$ cat src/rtl/stmsg_pkg.sv
package stmsg_pkg;

  // Strobes from the control unit to the datapath, valid for one cycle.
  typedef struct packed {
    logic push;        // store wrData at the tail
    logic pop;         // drop the head entry
    logic keeperLoad;  // copy the head entry into the keeper
    logic qEmpty;      // no entries stored: steer outputs to bypass or keeper
  } qStrobe_t;

endpackage

$ cat src/rtl/stmsg_ctrl.sv
module stmsg_ctrl
  import stmsg_pkg::*;
#(
  parameter int DEPTH = 4
) (
  input  logic     clk,
  input  logic     rstN,
  input  logic     wrEn,
  input  logic     evReq,
  input  logic     ttReq,
  output qStrobe_t strobe,
  output logic     evValid,
  output logic     ttFresh,
  output logic     keeperValid,
  output logic     empty,
  output logic     full,
  output logic     overflow
);

  localparam int CNT_W = $clog2(DEPTH + 1);
  localparam logic [CNT_W-1:0] CNT_FULL = CNT_W'(DEPTH);

  logic [CNT_W-1:0] count;
  logic             bypass;
  logic             push;
  logic             pop;

  assign empty = (count == '0);
  assign full  = (count == CNT_FULL);

  // The periodic port wins any clash; the event port needs data or a bypass.
  assign ttFresh = ttReq && !empty;
  assign evValid = evReq && !ttReq && (!empty || wrEn);
  assign bypass  = evValid && empty;

  assign push = wrEn && !full && !bypass;
  assign pop  = ttFresh || (evValid && !empty);

  assign strobe.push       = push;
  assign strobe.pop        = pop;
  assign strobe.keeperLoad = ttFresh;
  assign strobe.qEmpty     = empty;

  always_ff @(posedge clk) begin
    if (!rstN) begin
      count       <= '0;
      overflow    <= 1'b0;
      keeperValid <= 1'b0;
    end else begin
      count <= count + CNT_W'(push) - CNT_W'(pop);
      if (wrEn && full) overflow <= 1'b1;
      if (ttFresh) keeperValid <= 1'b1;
    end
  end

  // the occupancy never goes past the depth
  assert_count_bound_R9: assert property (@(posedge clk) disable iff (!rstN)
    count <= CNT_FULL);

  // a full queue never takes a store
  assert_no_push_full_R6: assert property (@(posedge clk) disable iff (!rstN)
    full |-> !strobe.push);

  // the refusal flag is sticky
  assert_overflow_sticky_R6: assert property (@(posedge clk) disable iff (!rstN)
    overflow |=> overflow);

  // a refused write while full and nothing leaving keeps the queue full
  assert_full_holds_R6: assert property (@(posedge clk) disable iff (!rstN)
    (full && !strobe.pop) |=> full);

  // an empty queue with no write leaves the event reader stalled
  assert_ev_stall_R3: assert property (@(posedge clk) disable iff (!rstN)
    (empty && !wrEn && evReq) |=> empty);

  // a periodic request leaves the event port waiting
  assert_tt_priority_R7: assert property (@(posedge clk) disable iff (!rstN)
    ttReq |-> !evValid);

  // the keeper only becomes valid after a periodic read of real data
  assert_keeper_valid_R4: assert property (@(posedge clk) disable iff (!rstN)
    $rose(keeperValid) |-> $past(ttReq && !empty));

endmodule

$ cat src/rtl/stmsg_datapath.sv
module stmsg_datapath
  import stmsg_pkg::*;
#(
  parameter int              DATA_W     = 8,
  parameter int              DEPTH      = 4,
  parameter logic [DATA_W-1:0] KEEP_RESET = '0
) (
  input  logic              clk,
  input  logic              rstN,
  input  qStrobe_t          strobe,
  input  logic [DATA_W-1:0] wrData,
  output logic [DATA_W-1:0] evData,
  output logic [DATA_W-1:0] ttData
);

  localparam int PTR_W = (DEPTH > 1) ? $clog2(DEPTH) : 1;
  localparam logic [PTR_W-1:0] PTR_LAST = PTR_W'(DEPTH - 1);

  logic [DATA_W-1:0] store [DEPTH];
  logic [PTR_W-1:0]  wrPtr;
  logic [PTR_W-1:0]  rdPtr;
  logic [DATA_W-1:0] headData;
  logic [DATA_W-1:0] keeper;

  function automatic logic [PTR_W-1:0] nextPtr(input logic [PTR_W-1:0] p);
    return (p == PTR_LAST) ? '0 : p + PTR_W'(1);
  endfunction

  assign headData = store[rdPtr];

  always_ff @(posedge clk) begin
    if (strobe.push) store[wrPtr] <= wrData;
  end

  always_ff @(posedge clk) begin
    if (!rstN) begin
      wrPtr  <= '0;
      rdPtr  <= '0;
      keeper <= KEEP_RESET;
    end else begin
      if (strobe.push) wrPtr <= nextPtr(wrPtr);
      if (strobe.pop) rdPtr <= nextPtr(rdPtr);
      if (strobe.keeperLoad) keeper <= headData;
    end
  end

  // Empty queue: the event port sees the bypassed write, the periodic port the keeper.
  assign evData = strobe.qEmpty ? wrData : headData;
  assign ttData = strobe.qEmpty ? keeper : headData;

  // the keeper moves only on a periodic read of real data
  assert_keeper_hold_R5: assert property (@(posedge clk) disable iff (!rstN)
    !strobe.keeperLoad |=> $stable(keeper));

  // a keeper load captures the entry shown that cycle
  assert_keeper_capture_R4: assert property (@(posedge clk) disable iff (!rstN)
    strobe.keeperLoad |=> (keeper == $past(headData)));

  // a pop always removes a stored entry, never a bypassed one
  assert_pop_nonempty_R2: assert property (@(posedge clk) disable iff (!rstN)
    strobe.pop |-> !strobe.qEmpty);

endmodule

$ cat src/rtl/stmsg_queue.sv
module stmsg_queue
  import stmsg_pkg::*;
#(
  parameter int                DATA_W     = 8,
  parameter int                DEPTH      = 4,
  parameter logic [DATA_W-1:0] KEEP_RESET = '0
) (
  input  logic              clk,
  input  logic              rstN,
  input  logic              wrEn,
  input  logic [DATA_W-1:0] wrData,
  input  logic              evReq,
  output logic              evValid,
  output logic [DATA_W-1:0] evData,
  input  logic              ttReq,
  output logic [DATA_W-1:0] ttData,
  output logic              ttFresh,
  output logic              keeperValid,
  output logic              empty,
  output logic              full,
  output logic              overflow
);

  qStrobe_t strobe;

  stmsg_ctrl #(.DEPTH(DEPTH)) ctrl_i (
    .clk        (clk),
    .rstN       (rstN),
    .wrEn       (wrEn),
    .evReq      (evReq),
    .ttReq      (ttReq),
    .strobe     (strobe),
    .evValid    (evValid),
    .ttFresh    (ttFresh),
    .keeperValid(keeperValid),
    .empty      (empty),
    .full       (full),
    .overflow   (overflow)
  );

  stmsg_datapath #(
    .DATA_W    (DATA_W),
    .DEPTH     (DEPTH),
    .KEEP_RESET(KEEP_RESET)
  ) dp_i (
    .clk   (clk),
    .rstN  (rstN),
    .strobe(strobe),
    .wrData(wrData),
    .evData(evData),
    .ttData(ttData)
  );

endmodule

$ cat config.mk
export PLATFORM = sky130hd
export DESIGN_NAME = stmsg_queue
export DESIGN_NICKNAME = d
export VERILOG_FILES = /design/src/rtl/stmsg_pkg.sv /design/src/rtl/stmsg_ctrl.sv /design/src/rtl/stmsg_datapath.sv /design/src/rtl/stmsg_queue.sv
export SDC_FILE = /design/constraint.sdc
export NUM_CORES = 1
export LEC_CHECK = 0
export ABC_CLOCK_PERIOD_IN_PS = 2200
export CAP_MARGIN = 20
export CORE_MARGIN = 2
export CORE_UTILIZATION = 41
export DETAILED_ROUTE_END_ITERATION = 10
export PLACE_DENSITY = 0.68
export SLEW_MARGIN = 30
export SYNTH_ARGS = -nofsm -noshare
export SYNTH_HDL_FRONTEND = slang
export SYNTH_SLANG_ARGS = --single-unit
$ cat constraint.sdc
create_clock -name clk -period 2.2 [get_ports clk]
set_clock_uncertainty 0.1 [all_clocks]
set_input_delay 0.44 -clock clk [delete_from_list [all_inputs] [get_ports clk]]
set_output_delay 0.44 -clock clk [all_outputs]
set_load 0.05 [all_outputs]
==> run metrics <==
FP Rows=26; global-route wire length before repair=7224 um; Longest Clk Path Bufs=2; Synth top area share=a little over two fifths; DRC Markers=0; total track usage=roughly 16%; IO Pins=35; FFs w/ async S/R, synth=0%; Max-slew headroom=between 60% and 70%; TritonCTS Sinks=slightly above 50; port bufs=34; TritonCTS clock tree=done; Synth top cells by count=32 x edfxtp_1, 20 x nand2_1, 19 x dfxtp_1; post-synthesis cell count=about 160; Seq/Total Area, Yosys=approximately three fifths; failing checks=negative setup slack; antenna violations before repair=0; number of synthesized flops with an enable pin=32; nets@finish=around 240; Synth area leaders=edfxtp_1 43%, dfxtp_1 17%, mux4_2 8.1%, a21o_1 5.4%, ha_1 3.9%; antenna viol nets, final=0; wire length after detailed routing=about 4500 um; Final Hold Fails=0; Setup TNS=-1769 ps; layout cells sized above 1=a little under two fifths; max frequency=0.4265 GHz; drt via density=a little under 5; Skew-Pair Late Insertion Delay=just under 300 ps; initial core utilization=42.89%; number of diodes=0; area grow syn2layout=36.04%; most frequent cell after synthesis=edfxtp_1; Synth Cell Area=about 2200 um2; crit path kind=flop to flop; Worst VDD drop=0.8703 mV; Die X=77.56 um; CP required=2290 ps; Design Power=roughly 4900 uW; wire per inst=~15 um; post-synth cell types=32; min Tclk post-route=2345 ps; Filler Cell Count=400; Die H=approximately 78 um; drt pass-1 iters=4; Hold Crit Class=flop to flop; CTS Buf Count=5; Core Box Area=between 5000 and 6000 um2; Main synth FF type=edfxtp_1; RSZ-0062 raised after global routing=yes; Final setup viols=17; Post-CTS Hold Fix Bufs=0; Root Buffer=clkbuf_8; H-tree levels=2; Final Util=between 50 and 60%; CP arrival=roughly 2400 ps; crit end category=flop; vias in the first global route=roughly 1400; full die area=~6000 um2; hpwl dp=~3300 um; Yosys reg bits=a little over 50; Final Wtd Congestion=around 0.78; largest net degree at the start of global routing=20; Crit Path Max Fanout=3; final worst-path cycle share=106.6%; PD cells=1617 nW/um2; Pleak=between 0.001 and 0.0015 uW; worst-margin pin slew=495.2 ps; area leader, netlist=edfxtp_1; DRT iter0 DRCs=59; outcome=finished with violations; total grt overflow=0; final max-slew violation count=0; Max Cap Violations=0; Syn Area/Cell=between 10 and 15 um2; via count=about 1400; CTS clk-pin slew, worst paths=90 ps; Worst Setup Slack, final=-144.9 ps; Mapped Nets=around 190; Setup crit start kind=flop; yosys warns=0
[power by group]
part / switching [uW] / internal, uW
Clock: 306 / 293
Sequential: 92.7 / 1190
Combinational: 1670 / 1320
Total: 2070 / 2810
[worst max-delay path, stage by stage, from the launching register on]
cell and delay (ps):
dfxtp_2 340, or3_4 410, o21ai_4 80, inv_2 60, ha_4 210, inv_2 60
ha_4 120, inv_2 30, fa_2 400, xnor2_2 160, xnor2_1 120, and2_1 150
[cell families (layout without fill, tap and decap cells)]
group	after synthesis	after routing	share of synthesized area, %
and+or+nand+nor	55	55	13.93
DFF	51	51	60.46
AOI/OAI and AO/OA	23	23	7.501
buffers and inverters	15	74	3.440
muxes	10	10	9.024
adders and majority gates	8	8	4.850
xor gates and xnor gates	2	2	0.7898
[routing by layer]
layer	track usage, %	up-vias	part of all wire (%)
met4	4.821	0	1.2
met2	27.22	19	53
met5	0	-	0
met3	3.023	6	2.5
met1	19.66	705	44
li1	-	706	-
[sequential cells by signal (all words and copies together), names as in the netlist, named ones only]
signal,cells
ctrl_i.keeperValid,1
dp_i.keeper,8
ctrl_i.count,3
ctrl_i.overflow,1
dp_i.store,32
dp_i.rdPtr,2
dp_i.wrPtr,2
[through the flow]
stage / std cells / hold slack (ps) / worst slack (ps) / area, um2
floorplan: 164 / 334.6 / -71.64 / 2228
global placement: 281 / 341.5 / -432.4 / 2773
detailed placement: 281 / 350.2 / -540.3 / 2773
CTS: 289 / 364.8 / -145.0 / 2944
global route: 293 / 383.0 / -194.8 / 3018
finish: 293 / 366.7 / -144.9 / 3018
[cell type report]
class                   instances  area [um2]  area share [%]
multi-input cells              98       845.8           28.03
clock inverters                 2       13.76          0.4561
flip-flops and latches         51        1345           44.57
clock buffers                   6       93.84           3.109
inverters                       8       30.03          0.9950
well taps                      70       87.58           2.902
repair buffers                 58       601.8           19.94
[placed cells by master (no fill, tap or decap), types with 2 or more instances in the layout]
cell type	netlist	layout
edfxtp_1	32	32
buf_4	1	22
nand2_1	20	20
a21o_1	16	16
dfxtp_1	19	16
buf_6	2	16
clkdlybuf4s50_1	0	12
and2_4	8	9
mux4_2	8	8
nand3_1	8	8
and3_1	5	5
ha_1	7	5
clkbuf_8	0	5
buf_12	0	5
inv_2	1	4
nor2b_1	4	4
and2_1	4	3
inv_1	6	3
dfxtp_2	0	3
nor2_1	2	2
o21a_1	2	2
mux2i_1	2	2
ha_4	0	2
[timing repair]
| item | CTS | global route |
|---|---|---|
| setup endpoints to repair | 18 | 18 |
| cloned | 0 | 0 |
| hold endpoints to repair | 0 | 0 |
| pin swaps | 8 | 5 |
| setup buffers | 0 | 4 |
| gates resized for setup | 19 | 12 |
[path summary, 6_finish.rpt]
kind	cells past startpoint	slack [ps]	start	end
min	2	370	dp_i.keeper[6]	dp_i.keeper[6]
min reg2reg	2	370	dp_i.keeper[6]	dp_i.keeper[6]
max reg2reg	11	-140	ctrl_i.count[0]	ctrl_i.count[2]
max	11	-140	ctrl_i.count[0]	ctrl_i.count[2]
No activity file was read; power rests on OpenSTA's default activity.
